**src/rtl/serial_csr_pkg.sv**
```systemverilog
package serial_csr_pkg;
   localparam int unsigned REG_W   = 32;
   localparam int unsigned N_LIVE  = 10;
   localparam int unsigned N_ERR   = 4;
   localparam int unsigned N_IRQ   = 9;
   localparam int unsigned STAT_W  = N_LIVE + N_ERR;

   localparam int unsigned OFS_CTRL = 32'h08;
   localparam int unsigned OFS_STAT = 32'h0C;
   localparam int unsigned OFS_CLK  = 32'h10;

   localparam int unsigned C_SRST  = 31;
   localparam int unsigned C_TXCLR = 15;
   localparam int unsigned C_RXCLR = 14;
   localparam int unsigned C_MIRR  = 13;
   localparam int unsigned C_LOOP  = 12;
   localparam int unsigned C_BRK   = 11;
   localparam int unsigned C_PAR   = 10;
   localparam int unsigned C_STOP2 = 9;

   // interrupt source vector, ordered like the enable bits 8..0
   function automatic logic [N_IRQ-1:0] irq_sources(input logic [STAT_W-1:0] s);
      return {s[10], s[7], s[6], s[5], s[4], s[3:0]};
   endfunction
endpackage

```
**src/rtl/serial_csr_ctrl.sv**
```systemverilog
module serial_csr_ctrl #(
   parameter int unsigned DIV_W   = 10,
   parameter int unsigned DIV_RST = 14
) (
   input  logic        clk,
   input  logic        rst_n,
   input  logic        wr_ctrl,
   input  logic        wr_clk,
   input  logic [31:0] wdata,
   output logic [30:0] ctrl_q,
   output logic [31:0] clk_q,
   output logic        srst_q
);
   localparam logic [31:0] CLK_RST = 32'(DIV_RST);

   if (DIV_W < 2 || DIV_W > 16) begin : g_bad_div_w
      $error("serial_csr_ctrl: DIV_W out of range");
   end
   if (DIV_RST >= (1 << DIV_W)) begin : g_bad_div_rst
      $error("serial_csr_ctrl: DIV_RST does not fit DIV_W");
   end

   always_ff @(posedge clk or negedge rst_n) begin
      if (!rst_n) begin
         ctrl_q <= '0;
         clk_q  <= CLK_RST;
         srst_q <= 1'b0;
      end else if (srst_q) begin
         ctrl_q <= '0;
         clk_q  <= CLK_RST;
         srst_q <= 1'b0;
      end else begin
         if (wr_ctrl) begin
            if (wdata[31]) srst_q <= 1'b1;
            else           ctrl_q <= wdata[30:0];
         end
         if (wr_clk) clk_q <= wdata;
      end
   end

   AST_SRST_ONE_CYCLE: assert property (@(posedge clk) disable iff (!rst_n)
      srst_q |=> !srst_q);
   AST_SRST_DEFAULTS: assert property (@(posedge clk) disable iff (!rst_n)
      srst_q |=> (ctrl_q == '0 && clk_q == CLK_RST));
   AST_CTRL_LOAD: assert property (@(posedge clk) disable iff (!rst_n)
      (wr_ctrl && !wdata[31] && !srst_q) |=> ctrl_q == $past(wdata[30:0]));
   AST_CLK_HOLD: assert property (@(posedge clk) disable iff (!rst_n)
      (!wr_clk && !srst_q) |=> clk_q == $past(clk_q));
endmodule

```
**src/rtl/serial_csr_stat.sv**
```systemverilog
module serial_csr_stat #(
   parameter int unsigned N_LIVE      = 10,
   parameter int unsigned N_ERR       = 4,
   parameter int unsigned SYNC_STAGES = 0
) (
   input  logic              clk,
   input  logic              rst_n,
   input  logic              srst,
   input  logic              rd_clr,
   input  logic [N_ERR-1:0]  err_evt,
   input  logic [N_LIVE-1:0] live_in,
   output logic [N_LIVE-1:0] live_q,
   output logic [N_ERR-1:0]  sticky_q
);
   if (SYNC_STAGES > 4) begin : g_bad_sync
      $error("serial_csr_stat: SYNC_STAGES above 4");
   end

   if (SYNC_STAGES == 0) begin : g_direct
      assign live_q = live_in;
   end else begin : g_sync
      logic [N_LIVE-1:0] pipe_q [SYNC_STAGES];
      always_ff @(posedge clk or negedge rst_n) begin
         if (!rst_n) begin
            for (int i = 0; i < SYNC_STAGES; i++) pipe_q[i] <= '0;
         end else begin
            pipe_q[0] <= live_in;
            for (int i = 1; i < SYNC_STAGES; i++) pipe_q[i] <= pipe_q[i-1];
         end
      end
      assign live_q = pipe_q[SYNC_STAGES-1];
   end

   // a fresh event outranks the clear of the same cycle
   always_ff @(posedge clk or negedge rst_n) begin
      if (!rst_n)      sticky_q <= '0;
      else if (srst)   sticky_q <= '0;
      else             sticky_q <= (sticky_q & ~{N_ERR{rd_clr}}) | err_evt;
   end

   AST_STICKY_HOLD: assert property (@(posedge clk) disable iff (!rst_n)
      (!rd_clr && !srst) |=> (sticky_q & $past(sticky_q)) == $past(sticky_q));
   AST_EVENT_WINS: assert property (@(posedge clk) disable iff (!rst_n)
      !srst |=> (sticky_q & $past(err_evt)) == $past(err_evt));
   AST_CLEAR_ON_READ: assert property (@(posedge clk) disable iff (!rst_n)
      (rd_clr && err_evt == '0) |=> sticky_q == '0);
endmodule

```
**src/rtl/serial_csr_irq.sv**
```systemverilog
module serial_csr_irq #(
   parameter int unsigned N_SRC   = 9,
   parameter bit          REG_OUT = 1'b0
) (
   input  logic             clk,
   input  logic             rst_n,
   input  logic [N_SRC-1:0] en_i,
   input  logic [N_SRC-1:0] src_i,
   output logic             irq_o
);
   logic [N_SRC-1:0] hit;
   assign hit = en_i & src_i;

   if (REG_OUT) begin : g_reg
      always_ff @(posedge clk or negedge rst_n) begin
         if (!rst_n) irq_o <= 1'b0;
         else        irq_o <= |hit;
      end
      AST_IRQ_MASKED: assert property (@(posedge clk) disable iff (!rst_n)
         (en_i == '0) |=> !irq_o);
   end else begin : g_comb
      assign irq_o = |hit;
      AST_IRQ_MASKED: assert property (@(posedge clk) disable iff (!rst_n)
         (en_i == '0) |-> !irq_o);
   end
endmodule

```
**src/rtl/serial_csr.sv**
```systemverilog
module serial_csr
   import serial_csr_pkg::*;
#(
   parameter int unsigned ADDR_W      = 5,
   parameter int unsigned DIV_W       = 10,
   parameter int unsigned DIV_RST     = 14,
   parameter int unsigned SYNC_STAGES = 0,
   parameter bit          IRQ_REG     = 1'b0
) (
   input  logic              clk,
   input  logic              rst_n,
   input  logic              bus_wr,
   input  logic              bus_rd,
   input  logic [ADDR_W-1:0] bus_addr,
   input  logic [31:0]       bus_wdata,
   output logic [31:0]       bus_rdata,
   input  logic [9:0]        st_live,
   input  logic [3:0]        err_pulse,
   output logic              tx_fifo_clr,
   output logic              rx_fifo_clr,
   output logic              mirror_en,
   output logic              loop_en,
   output logic              break_tx,
   output logic              parity_en,
   output logic              two_stop,
   output logic [DIV_W-1:0]  baud_div,
   output logic              core_rst,
   output logic              irq
);
   localparam logic [ADDR_W-1:0] A_CTRL = ADDR_W'(OFS_CTRL);
   localparam logic [ADDR_W-1:0] A_STAT = ADDR_W'(OFS_STAT);
   localparam logic [ADDR_W-1:0] A_CLK  = ADDR_W'(OFS_CLK);

   if (ADDR_W < 5 || ADDR_W > 16) begin : g_bad_addr_w
      $error("serial_csr: ADDR_W must cover a 0x14 byte window");
   end

   logic hit_ctrl, hit_stat, hit_clk, hit_any;
   assign hit_ctrl = (bus_addr == A_CTRL);
   assign hit_stat = (bus_addr == A_STAT);
   assign hit_clk  = (bus_addr == A_CLK);
   assign hit_any  = hit_ctrl | hit_stat | hit_clk;

   logic [30:0]         ctrl_q;
   logic [31:0]         clk_q;
   logic                srst_q;
   logic [N_LIVE-1:0]   live_q;
   logic [N_ERR-1:0]    sticky_q;
   logic [STAT_W-1:0]   stat_w;

   serial_csr_ctrl #(.DIV_W(DIV_W), .DIV_RST(DIV_RST)) u_ctrl (
      .clk     (clk),
      .rst_n   (rst_n),
      .wr_ctrl (bus_wr & hit_ctrl),
      .wr_clk  (bus_wr & hit_clk),
      .wdata   (bus_wdata),
      .ctrl_q  (ctrl_q),
      .clk_q   (clk_q),
      .srst_q  (srst_q)
   );

   serial_csr_stat #(.N_LIVE(N_LIVE), .N_ERR(N_ERR), .SYNC_STAGES(SYNC_STAGES)) u_stat (
      .clk      (clk),
      .rst_n    (rst_n),
      .srst     (srst_q),
      .rd_clr   (bus_rd & hit_stat),
      .err_evt  (err_pulse),
      .live_in  (st_live),
      .live_q   (live_q),
      .sticky_q (sticky_q)
   );

   assign stat_w = {live_q, sticky_q};

   serial_csr_irq #(.N_SRC(N_IRQ), .REG_OUT(IRQ_REG)) u_irq (
      .clk   (clk),
      .rst_n (rst_n),
      .en_i  (ctrl_q[N_IRQ-1:0]),
      .src_i (irq_sources(stat_w)),
      .irq_o (irq)
   );

   always_comb begin
      bus_rdata = '0;
      if (bus_rd) begin
         case (bus_addr)
            A_CTRL:  bus_rdata = {srst_q, ctrl_q};
            A_STAT:  bus_rdata = {{(REG_W-STAT_W){1'b0}}, stat_w};
            A_CLK:   bus_rdata = clk_q;
            default: bus_rdata = '0;
         endcase
      end
   end

   assign tx_fifo_clr = ctrl_q[C_TXCLR] | srst_q;
   assign rx_fifo_clr = ctrl_q[C_RXCLR] | srst_q;
   assign mirror_en   = ctrl_q[C_MIRR];
   assign loop_en     = ctrl_q[C_LOOP];
   assign break_tx    = ctrl_q[C_BRK];
   assign parity_en   = ctrl_q[C_PAR];
   assign two_stop    = ctrl_q[C_STOP2];
   assign baud_div    = clk_q[DIV_W-1:0];
   assign core_rst    = srst_q;

   AST_UNDEF_READ_ZERO: assert property (@(posedge clk) disable iff (!rst_n)
      (bus_rd && !hit_any) |-> bus_rdata == '0);
   AST_UNDEF_WRITE_IGNORED: assert property (@(posedge clk) disable iff (!rst_n)
      (bus_wr && !hit_any && !srst_q) |=> baud_div == $past(baud_div));
   AST_STAT_TOP_ZERO: assert property (@(posedge clk) disable iff (!rst_n)
      (bus_rd && hit_stat) |-> bus_rdata[31:STAT_W] == '0);
endmodule

```
**config.mk**
```make
export PLATFORM = sky130hd
export DESIGN_NAME = serial_csr
export DESIGN_NICKNAME = d
export VERILOG_FILES = /design/src/rtl/serial_csr_pkg.sv /design/src/rtl/serial_csr_ctrl.sv /design/src/rtl/serial_csr_stat.sv /design/src/rtl/serial_csr_irq.sv /design/src/rtl/serial_csr.sv
export SDC_FILE = /design/constraint.sdc
export NUM_CORES = 1
export LEC_CHECK = 0
export BUFFER_PORTS_ARGS = -buffer_cell sky130_fd_sc_hd__buf_2
export CORE_ASPECT_RATIO = 0.9
export CORE_UTILIZATION = 50
export DETAILED_ROUTE_END_ITERATION = 10
export GPL_ROUTABILITY_DRIVEN = 0
export HOLD_SLACK_MARGIN = 0.12
export PLACE_DENSITY = 0.75
export SKIP_CTS_REPAIR_TIMING = 1
export SLEW_MARGIN = 25
export SYNTH_ARGS = -nofsm -noshare
export SYNTH_HDL_FRONTEND = slang
export SYNTH_SLANG_ARGS = --single-unit
```
**constraint.sdc**
```tcl
create_clock -name clk -period 1.22 [get_ports clk]
set_input_delay 0 -clock clk [delete_from_list [all_inputs] [get_ports clk]]
set_output_delay 0 -clock clk [all_outputs]
set_load 0.02 [all_outputs]
```
======== Word-level counts from Yosys, hierarchy flattened ========
Index checks and enable logic that the tools add are counted.
storage, ports and cells
  register bits after elaboration ......... 68
  output and inout port bits .............. 51
operators by class
  bitwise gates (word level) .............. 9
  reduce and logical (&&, ||, !) cells .... 4
  multiplexer cells ....................... 11
  equal/unequal tests ..................... 4
operators by type and width
  kind                                            count
  2-to-1 mux 32 bit                               3
  case mux 32 bit (3 select lines)                1
  2-to-1 mux 31 bit                               3
  == test 5 x 4 -> 1 bit (second input constant)  2
  AND 9 bit                                       1
  OR reduction 9 bit                              1
  == test 5 bit (second input constant)           1
  AND 4 bit                                       1
  2-to-1 mux 4 bit                                1
  inverter 4 bit                                  1
  OR 4 bit                                        1
  nonzero test 2 bit                              2
  AND 1 bit                                       3
  2-to-1 mux 1 bit                                3
  != test 2 x 1 -> 1 bit (second input constant)  1
  OR 1 bit                                        2
  AND reduction 2 bit                             1

======== Logic depth before layout (Yosys ltp) ========
Gate-level depths: netlist (run 1).
  word-level depth ........................ 6
  mapped depth ............................ 6
  depth with buffers taken out ............ 3

======== Modules after synthesis ========
Synthesis (run 1) repeated with hierarchy kept, for this count alone.
unflattened totals
  cell total of the unflattened synthesis .. 418
  area, all modules ....................... 4311.6 sq um
modules (own cells, without submodules)
  module           seq. area each (sq um)  area an instance (sq um)  times used  cells an instance
  serial_csr_ctrl  1605.3                  3160.5                    1           247
  serial_csr       0.0                     869.6                     1           140
  serial_csr_stat  100.1                   235.2                     1           26
  serial_csr_irq   0.0                     46.3                      1           5

======== Worst setup path before layout (run 1) ========
No wires, ideal clock.
  path kind ............................... reg-to-output
  from .................................... reg u_ctrl.srst_q
  to ...................................... out bus_rdata[31]
  cell stages (with the launch flop) ...... 5
  slack ................................... -0.206 ns
  data required time ...................... 1.220 ns
  data arrival time ....................... 1.426 ns
  path through ............................ dfrtp_1 -> clkbuf_1 -> clkbuf_1 -> nand3_1 -> a21oi_1
on the way
  word-level cells in the longest chain between the ends .. 2
RTL lines
  what                              RTL line               text
  start, declared                   serial_csr_ctrl.sv:12  output logic srst_q
  start signal, assigned            serial_csr_ctrl.sv:27  srst_q <= 1'b0;
  start signal, assigned            serial_csr_ctrl.sv:31  srst_q <= 1'b0;
  start signal, assigned            serial_csr_ctrl.sv:34  if (wdata[31]) srst_q <= 1'b1;
  case mux 32 bit (3 select lines)  serial_csr.sv:86       case (bus_addr)
  2-to-1 mux 32 bit                 serial_csr.sv:85       if (bus_rd) begin
  end, declared                     serial_csr.sv:16       output logic [31:0] bus_rdata,
No other way between the ends.

======== Final worst setup path (run 1) ========
  from .................................... reg u_ctrl.ctrl_q[7]
  to ...................................... out irq
on the way
  word-level cells in the longest chain between the ends .. 2
RTL lines
  what                    RTL line               text
  start, declared         serial_csr_ctrl.sv:10  output logic [30:0] ctrl_q,
  start signal, assigned  serial_csr_ctrl.sv:35  else ctrl_q <= wdata[30:0];
  AND 9 bit               serial_csr_irq.sv:12   assign hit = en_i & src_i;
  OR reduction 9 bit      serial_csr_irq.sv:22   assign irq_o = |hit;
  end, declared           serial_csr.sv:28       output logic irq
No other way between the ends.

==> results of run 1 <==
[logic make-up after synthesis]
logic type | Yosys count | share of synthesized area, %
and+or+nand+nor | 162 | 24.5
DFF | 68 | 42.2
buffers and inverters | 68 | 8.89
AOI/OAI and AO/OA | 182 | 24.4
[cell type report]
cell class                      instances  area (um2)
Inverter                                4        15.0
Clock buffer                           12         165
Clock inverter                          4        70.1
Timing Repair Buffer                  212        1840
Tap cell                               96         120
Multi-Input combinational cell        344        2200
Sequential cell                        68        1710
Fill cell                             462        1580
[flip-flops by register name (all words and copies together) (netlist names)]
register and flops:
u_ctrl.clk_q 32, u_ctrl.ctrl_q 31, u_stat.sticky_q 4, u_ctrl.srst_q 1
[cell usage in the layout, fill, tap and decap left out, types with 27 or more instances in the layout]
cell	n
a21oi_2	27
buf_2	72
dlygate4sd3_1	38
and3b_1	29
o21ai_1	31
buf_4	65
nand3_1	96
dfrtp_1	64
o21ai_0	39
a21oi_1	67
[metal layers]
metal  track usage, %  vias to the layer above  wire, um
met5                0                        -         0
met4             12.5                        0       819
met3             5.22                       99      1580
met2             47.5                      410      7480
met1             37.8                     2261      5800
li1                 -                     2060         -
[report_power, final]
group          total, mW  internal [mW]  switching [mW]
sequential          2.86           2.60           0.262
clock               2.19           1.31           0.875
combinational       1.61          0.763           0.850
total               6.66           4.68            1.99
[critical path, cell delays in order, from the launching register on]
cell      delay, ps
dfrtp_1         420
a222oi_1        430
nand3_1         190
buf_6           170
[final timing paths]
path                                                    start                            end  slack [ps]  cells after the start
worst max-delay path             u_ctrl.ctrl_q[7]$_DFFE_PN0P_                            irq        -350                      3
worst min-delay path                              bus_addr[3]    u_ctrl.clk_q[4]$_DFFE_PN0P_         140                      4
worst max register to register        u_ctrl.srst_q$_DFF_PN0_  u_ctrl.ctrl_q[27]$_DFFE_PN0P_          60                      4
worst min register to register  u_ctrl.ctrl_q[25]$_DFFE_PN0P_  u_ctrl.ctrl_q[25]$_DFFE_PN0P_         550                      2
max in group asynchronous                               rst_n    u_ctrl.clk_q[3]$_DFFE_PN1P_         740                      3
min in group asynchronous                               rst_n  u_ctrl.ctrl_q[10]$_DFFE_PN0P_         180                      3
[per-stage QoR]
stage	hold WS [ps]	std cells	setup TNS (ps)	instance area, um2	util [%]
5_1_grt	175	740	-3320	6110	79.5
2_1_floorplan	-296	480	0	4050	-
3_3_place_gp	11.5	657	-14.3	4800	62.3
4_1_cts	-365	673	-2790	5030	65.4
6_report	140	740	-2310	6110	79.5
3_5_place_dp	8.08	657	-668	4800	62.3
==> impl_results.md, run 1 <==
- Outcome: finished, violations left
- Failing checks: negative setup slack
- EDFF count, synth: 0
- Measured slew at the worst slew-check pin: 404 ps
- Post-synth top cells: nand3_1 (111), a21oi_1 (87), dfrtp_1 (65), o21ai_0 (39), o21ai_1 (39)
- Initial DRC Count: about 520
- Layout Skew: approximately 5.8 ps
- Synth area leaders: dfrtp_1 (40%), nand3_1 (14%), a21oi_1 (11%)
- Setup violations, final: 25
- Slew Limit Fails: 0
- Longest Clk Path Bufs: 2
- Synth-to-layout area growth: 51.4%
- Post-synth top flop: dfrtp_1
- Leak: between 2 and 3 nW
- Pwr per Cell Area: 1090 nW/um2
- Ratio of cells with drive above 1 in the final layout: between 30 and 40%
- Worst VDD drop: 0.964 mV
- WP data arrival: approximately 1600 ps
- Dpl ws: -57.0 ps
- Post-route DRC: 0
- CTS tree: built
- Num CTS Buffers: 9
- Final count of hold timing violations: 0
- Core box area: approximately 7700 um2
- Cell variety after synth: 35
- Most common cell in the netlist: nand3_1
- Post-DRT Antenna Nets: 0
- Power Total: between 6 and 7 mW
- Req. time, crit path: ~1200 ps
- Netlist Area Pre-Place: 4040 um2
- Post-layout min period: roughly 1600 ps
- Setup slack after layout: -347 ps
- Die X-Extent: slightly below 100 um
- Syn Nets: between 500 and 600
- Slew headroom: 73.1%
- Fmax: ~0.64 GHz
- IO Port Bufs: ~110
- Die height: 87.3 um
- Sequential area share after synthesis: between 40 and 50%
- HPWL after DPL: 8.32 mm
- Synth async-reset ratio: 100%
- Hold Path Class: primary input to flop
- Initial Util: 52.5%
- H-tree Lvls: 3
- Tcrit/Tclk final: 128%
- Num Clock Sinks: 68
- First-pass GRT wire length: 19.3 mm
- First-pass detailed-route iteration total: 5
- Yosys warnings: 0
- Die area: between 8000 and 9000 um2
- Yosys top cell by area: dfrtp_1
- Top fanout value on the critical path: 3
- Gr usage total: 28.9%
- Largest net degree at the start of global routing: 43
- Clock-pin transition on the worst setup and hold timing paths: 70 ps
- Synthesized instance count: 480
- Skew-Pair Late Insertion Delay: ~350 ps
- Vias/cell: roughly 6.5
- RSZ-0062 raised after global routing: true
- WL/cell: 21.2 um
- Nets: between 600 and 700
- GR Overflow Total: 0
- Worst Setup End Kind: output pin
- Crit start category: flop
- Vias in the first global route: approximately 4000
- Clock root buffer master: clkbuf_8
- # IOs: between 100 and 150
- ANT cells: 0
- Area share of the largest cell type after synthesis: 40.3%
- Drt total wl: about 16 mm
- Avg Cell Area, Syn: 8.41 um2
- Maxcap violations: 0
- Setup CP Type: flop to output pin
- Row count: 30
- Initial antenna violation count: 0
- Routed via count: slightly below 5000
- Post-synthesis register bit count: 68
No activity file was read; power rests on OpenSTA's default activity.
==> inputs of run 2 (changes only) <==
--- a/config.mk
+++ b/config.mk
@@ -7,11 +7,11 @@
 export LEC_CHECK = 0
 export BUFFER_PORTS_ARGS = -buffer_cell sky130_fd_sc_hd__buf_2
 export CORE_ASPECT_RATIO = 0.9
-export CORE_UTILIZATION = 50
+export CORE_UTILIZATION = 35
 export DETAILED_ROUTE_END_ITERATION = 10
 export GPL_ROUTABILITY_DRIVEN = 0
 export HOLD_SLACK_MARGIN = 0.12
-export PLACE_DENSITY = 0.75
+export PLACE_DENSITY = 0.56
 export SKIP_CTS_REPAIR_TIMING = 1
 export SLEW_MARGIN = 25
 export SYNTH_ARGS = -nofsm -noshare
==> run 2 against run 1 <==
Net effect: the flow still finishes with violations (negative setup slack); power rose by 7.9%; maximum frequency rose by 12%; via count fell by 6.9%; sequential share of layout area fell by 0.51 points; clock power rose by 30%; clock skew barely moved; critical path depth rose by 1; flip-flop and latch count did not move; critical path type unchanged; worst hold slack got worse by 90 ps; register-to-register slack got worse by 30 ps; clock-buffer cell count fell by 1.
==> impl_results.md, run 2 (synthesized netlist as in run 1, its figures left out) <==
- Register share of total power: 39.7%
- H-tree Lvls: 3
- Setup violations, final: 18
- Drt total wl: 14.5 mm
- HPWL after DPL: 9.33 mm
- CP bufs+invs: 1
- Nets: around 690
- Initial DRC Count: 391
- Die area: ~12000 um2
- Setup slack after layout: -177 ps
- Hold Path Class: primary input to flop
- Worst reg2reg startpoint: u_ctrl.srst_q$_DFF_PN0_
- Cell count along the critical path: 4
- Die height: 104 um
- Gr usage total: 22.2%
- Comb power frac: 20.8%
- Post-route DRC: 0
- Worst VDD drop: 0.684 mV
- Most common cell after layout, fill and taps aside: nand3_1
- Dpl ws: -81.2 ps
- IO Port Bufs: 105
- Initial Util: 36.6%
- Routed via count: ~4500
- Post-DRT Antenna Nets: 0
- Most frequent cells in the layout: nand3_1 (95), buf_2 (75), a21oi_1 (71)
- Cell area after layout: 6230 um2
- Hold Crit Depth: 4
- Clk pwr share: approximately two fifths
- WL/cell: 18.3 um
- Slew headroom: a little over two thirds
- Die X-Extent: 115 um
- Setup CP Type: flop to output pin
- Critical R2R Capture: u_ctrl.clk_q[1]$_DFFE_PN1P_
- Top reg by flops: u_ctrl.clk_q
- Reg2reg path depth: 4
- Layout Skew: 5.74 ps
- GR Overflow Total: 0
- Reg2Reg Setup Slack: 30 ps
- Fmax: about 0.72 GHz
- Final count of hold timing violations: 0
- Failing checks: negative setup slack
- Clock root buffer master: clkbuf_16
- First-pass GRT wire length: 20.5 mm
- ANT cells: 0
- Final core occ: 56.4%
- Core box area: 11000 um2
- WP data arrival: 1400 ps
- Top flop regs: u_ctrl.clk_q x32, u_ctrl.ctrl_q x31, u_stat.sticky_q x4
- Skew-Pair Late Insertion Delay: approximately 330 ps
- Pwr per Cell Area: 1150 nW/um2
- Critical path's slowest cell: dfstp_2
- Vias/cell: 5.66
- Measured slew at the worst slew-check pin: 458 ps
- Worst path cell trace: and3b_1, o21ai_2, a21oi_2, buf_6
- Crit path max-delay family: flip-flops
- Num Clock Sinks: 68
- Num CTS Buffers: 9
- Hold Path Sink: u_ctrl.clk_q[0]$_DFFE_PN0P_
- Placed cell count: 722
- Leak: about 2.7 nW
- Ratio of cells with drive above 1 in the final layout: 38.0%
- Outcome: finished, violations left
- Vias in the first global route: between 3000 and 4000
- Crit start category: flop
- First-pass detailed-route iteration total: 5
- Switching Share: 27.7%
- DP Area: between 4000 and 5000 um2
- HP Start: bus_addr[1]
- Row count: 36
- Largest net degree at the start of global routing: 51
- Clock-pin transition on the worst setup and hold timing paths: 60 ps
- Internal power: 5.20 mW
- Filler instances: 982
- Longest Clk Path Bufs: 2
- Initial antenna violation count: 0
- Max incr delay on CP: 550 ps
- RSZ-0062 raised after global routing: true
- Top fanout value on the critical path: 3
- Tcrit/Tclk final: 114%
- CTS tree: built
- Maxcap violations: 0
- Slew Limit Fails: 0
- Post-layout min period: between 1000 and 1500 ps
- Synth-to-layout area growth: 54.3%
- Req. time, crit path: roughly 1200 ps
- Max reg flops: 32
- Psw: 1.99 mW
- Final std cells w/o fill: 794
- Worst Setup End Kind: output pin
- # IOs: approximately 110
-- run 2: cell types whose count changed in the layout (fill, tap and decap cells not counted), sizes merged --
cell	delta
buf	-1
clkbuf	-1
clkinv	-1
clkinvlp	+1
-- run 2: final cells by class --
type                            count  area, um2  area share, %
Multi-Input combinational cell    344       2250           36.2
Clock buffer                       11        253           4.06
Inverter                            4       15.0          0.241
Timing Repair Buffer              211       1740           27.9
Clock inverter                      4       72.6           1.17
Tap cell                          152        190           3.05
Sequential cell                    68       1710           27.4
-- run 2: worst max-delay path by stage --
stage                                            start            end  slack [ps]
after CTS                 u_ctrl.ctrl_q[6]$_DFFE_PN0P_            irq        -230
after floorplan                u_ctrl.srst_q$_DFF_PN0_  bus_rdata[31]          50
after global routing       u_ctrl.clk_q[2]$_DFFE_PN1P_   bus_rdata[2]        -230
after detailed placement                   bus_addr[1]  bus_rdata[15]         -80
final                      u_ctrl.clk_q[2]$_DFFE_PN1P_   bus_rdata[2]        -180
after global placement                     bus_addr[1]  bus_rdata[15]         -50
-- run 2: power groups by stage --
stage | combinational [mW] | sequential [mW] | clock, mW
after CTS | 1.23 | 2.82 | 2.86
after global routing | 1.63 | 2.89 | 2.98
final | 1.50 | 2.85 | 2.84
after detailed placement | 1.22 | 2.86 | 0
after floorplan | 0.808 | 2.80 | 0
after global placement | 1.20 | 2.85 | 0
-- run 2: routing by layer --
| layer | vias to the layer above | part of all wire (%) | GRT usage [%] |
|---|---|---|---|
| li1 | 2059 | - | - |
| met1 | 2179 | 45 | 31.9 |
| met2 | 236 | 46 | 34.2 |
| met3 | 22 | 7.1 | 4.43 |
| met4 | 0 | 1.1 | 4.82 |
| met5 | - | 0 | 0 |
-- run 2: per-stage QoR --
stage,setup TNS (ps),hold WS (ps),power (mW)
finish,-1460,49.7,7.19
global route,-2530,68.0,7.49
CTS,-2650,-375,6.91
detailed placement,-509,-27.4,4.08
global placement,-219,-20.1,4.05
floorplan,0,-296,3.61
-- run 2: worst reg2reg max path: cells and delay by family (launching register included) --
family | cells | cell delay, ps
compound gates | 1 | 230
buf+inv | 3 | 420
flops | 1 | 470
==> inputs of run 3 (changes only) <==
--- a/config.mk
+++ b/config.mk
@@ -13,7 +13,6 @@
 export HOLD_SLACK_MARGIN = 0.12
 export PLACE_DENSITY = 0.56
 export SKIP_CTS_REPAIR_TIMING = 1
-export SLEW_MARGIN = 25
 export SYNTH_ARGS = -nofsm -noshare
 export SYNTH_HDL_FRONTEND = slang
 export SYNTH_SLANG_ARGS = --single-unit
==> constraint.sdc (replaced) <==
create_clock -name clk -period 1.7 [get_ports clk]
set_input_delay 0 -clock clk [delete_from_list [all_inputs] [get_ports clk]]
set_output_delay 0 -clock clk [all_outputs]
set_load 0.02 [all_outputs]
==> run 3 against run 2 <==
Net effect: the flow now finishes without violations; power is 34% lower; cell area is 14% lower; first-iteration DRC count is 32% lower; non-clock buffer count is 37 lower; combinational power is 39% lower; critical path type is now primary input to output pin; largest power group unchanged.
==> impl_results.md, run 3 (synthesized netlist as in run 1, its figures left out) <==
- Die area: 12000 um2
- Ratio of cells with drive above 1 in the final layout: 27.6%
- Setup CP Type: primary input to output pin
- Reg2Reg Setup Slack: between 500 and 600 ps
- Setup violations, final: 0
- Core box area: 11000 um2
- Post-layout min period: 1560 ps
- Filler instances: around 1100
- Worst reg2reg startpoint: u_ctrl.srst_q$_DFF_PN0_
- WP data arrival: 1560 ps
- Vias in the first global route: 4059
- Longest Clk Path Bufs: 2
- Reg2reg path depth: 2
- Worst VDD drop: 0.520 mV
- WL/cell: roughly 18 um
- H-tree Lvls: 3
- Nets: 656
- Clock-pin transition on the worst setup and hold timing paths: ~50 ps
- Hold Worst Slack: 141 ps
- Drt total wl: 13.3 mm
- Top reg by flops: u_ctrl.clk_q
- HPWL after DPL: 8.86 mm
- Fmax: 0.641 GHz
- Largest net degree at the start of global routing: between 40 and 50
- Leak: 2.38 nW
- Initial DRC Count: 266
- Hold Path Class: primary input to flop
- Initial Util: 36.6%
- Slew Limit Fails: 0
- Psw: 1.30 mW
- Crit start category: primary input
- Initial antenna violation count: 0
- Num Clock Sinks: 68
- Clk pwr share: 38.2%
- Final count of hold timing violations: 0
- Layout Skew: 4.01 ps
- Switching Share: 27.5%
- Vias/cell: 5.55
- Routed via count: 4198
- Row count: 36
- Max reg flops: 32
- Measured slew at the worst slew-check pin: between 900 and 1000 ps
- Post-route DRC: 0
- Num CTS Buffers: 9
- First-pass GRT wire length: between 20 and 25 mm
- Maxcap violations: 0
- ANT cells: 0
- Skew-Pair Late Insertion Delay: 320 ps
- RSZ-0062 raised after global routing: false
- Top flop regs: u_ctrl.clk_q x32, u_ctrl.ctrl_q x31, u_stat.sticky_q x4
- Clock root buffer master: clkbuf_16
- Most common cell after layout, fill and taps aside: nand3_1
- Req. time, crit path: 1700 ps
- IO Port Bufs: 105
- Footprint of the multi-input gates: 1980 um2
- Internal power: 3.44 mW
- First-pass detailed-route iteration total: 5
- Storage cell area: 1710 um2
- Die height: 104 um
- Critical R2R Capture: u_ctrl.clk_q[21]$_DFFE_PN0P_
- GR Overflow Total: 0
- HP Start: bus_addr[0]
- Pwr per Cell Area: 885 nW/um2
- Register share of total power: 42.6%
- Hold Path Sink: u_ctrl.clk_q[4]$_DFFE_PN0P_
- CTS tree: built
- Post-DRT Antenna Nets: 0
- Gr usage total: 22.9%
- Fin Setup TNS: 0 ps
- Most frequent cells in the layout: nand3_1 (111), buf_2 (105), a21oi_1 (87)
- Slew headroom: 34.3%
- # IOs: 106
- Die X-Extent: between 100 and 150 um
- Worst Setup End Kind: output pin
- Synth-to-layout area growth: 32.6%
- Comb power frac: 19.2%
- Top fanout value on the critical path: 32
- Outcome: finished clean
- Hold Crit Depth: 4
- Tcrit/Tclk final: 91.8%
## run 3: cell types whose count changed in the layout (fill, tap and decap cells not counted), moves of 7 or more
cell	delta
buf_4	-40
buf_2	+30
buf_6	-17
a21oi_1	+16
nand3_1	+16
a21oi_2	-9
nand3_2	-8
nand3_4	-8
a21oi_4	-7
## run 3: metal layers
| layer | vias to the layer above | track usage (%) | share of wire, % |
|---|---|---|---|
| met2 | 148 | 37.0 | 48 |
| met4 | 0 | 7.51 | 1.7 |
| met1 | 2047 | 30.7 | 45 |
| met3 | 23 | 4.08 | 4.5 |
| li1 | 1980 | - | - |
| met5 | - | 0 | 0 |
## run 3: area by class of cell
type,count,area share (%)
flip-flops and latches,68,31.9
clock buffers,13,4.67
multi-input cells,344,37.0
clock inverters,2,0.654
well taps,152,3.55
repair buffers,174,22.0
inverters,4,0.280
## run 3: worst max-delay path by stage
stage / slack, ps / cells past startpoint / endpoint / startpoint
after floorplan: 270 / 4 / bus_rdata[31] / u_ctrl.srst_q$_DFF_PN0_
after global placement: 230 / 5 / bus_rdata[19] / bus_addr[3]
after detailed placement: 170 / 5 / bus_rdata[31] / bus_addr[3]
after CTS: 160 / 5 / bus_rdata[31] / bus_addr[3]
after global routing: 20 / 5 / bus_rdata[29] / bus_addr[3]
final: 140 / 5 / bus_rdata[29] / bus_addr[3]
## run 3: critical path, cell delays in order
cell,delay (ps)
buf_2,210
and2b_1,240
o21bai_4,790
a21oi_1,100
buf_2,210
## run 3: power groups by stage
stage / clock network, mW / logic [mW] / registers, mW
after detailed placement: 0 / 0.840 / 2.05
after global placement: 0 / 0.820 / 2.04
after global routing: 1.92 / 1.01 / 2.05
final: 1.81 / 0.910 / 2.02
after floorplan: 0 / 0.580 / 2.01
after CTS: 1.85 / 0.844 / 2.02
## run 3: through the flow
step / util (%) / instances / setup WS, ps / instance area [um2] / power, mW
after floorplan: - / 480 / 274 / 4040 / 2.59
after global placement: 42.4 / 703 / 225 / 4680 / 2.86
after detailed placement: 42.4 / 703 / 165 / 4680 / 2.89
after CTS: 45.0 / 718 / 164 / 4960 / 4.71
after global routing: 48.5 / 757 / 23.1 / 5360 / 4.98
final: 48.5 / 757 / 139 / 5360 / 4.74
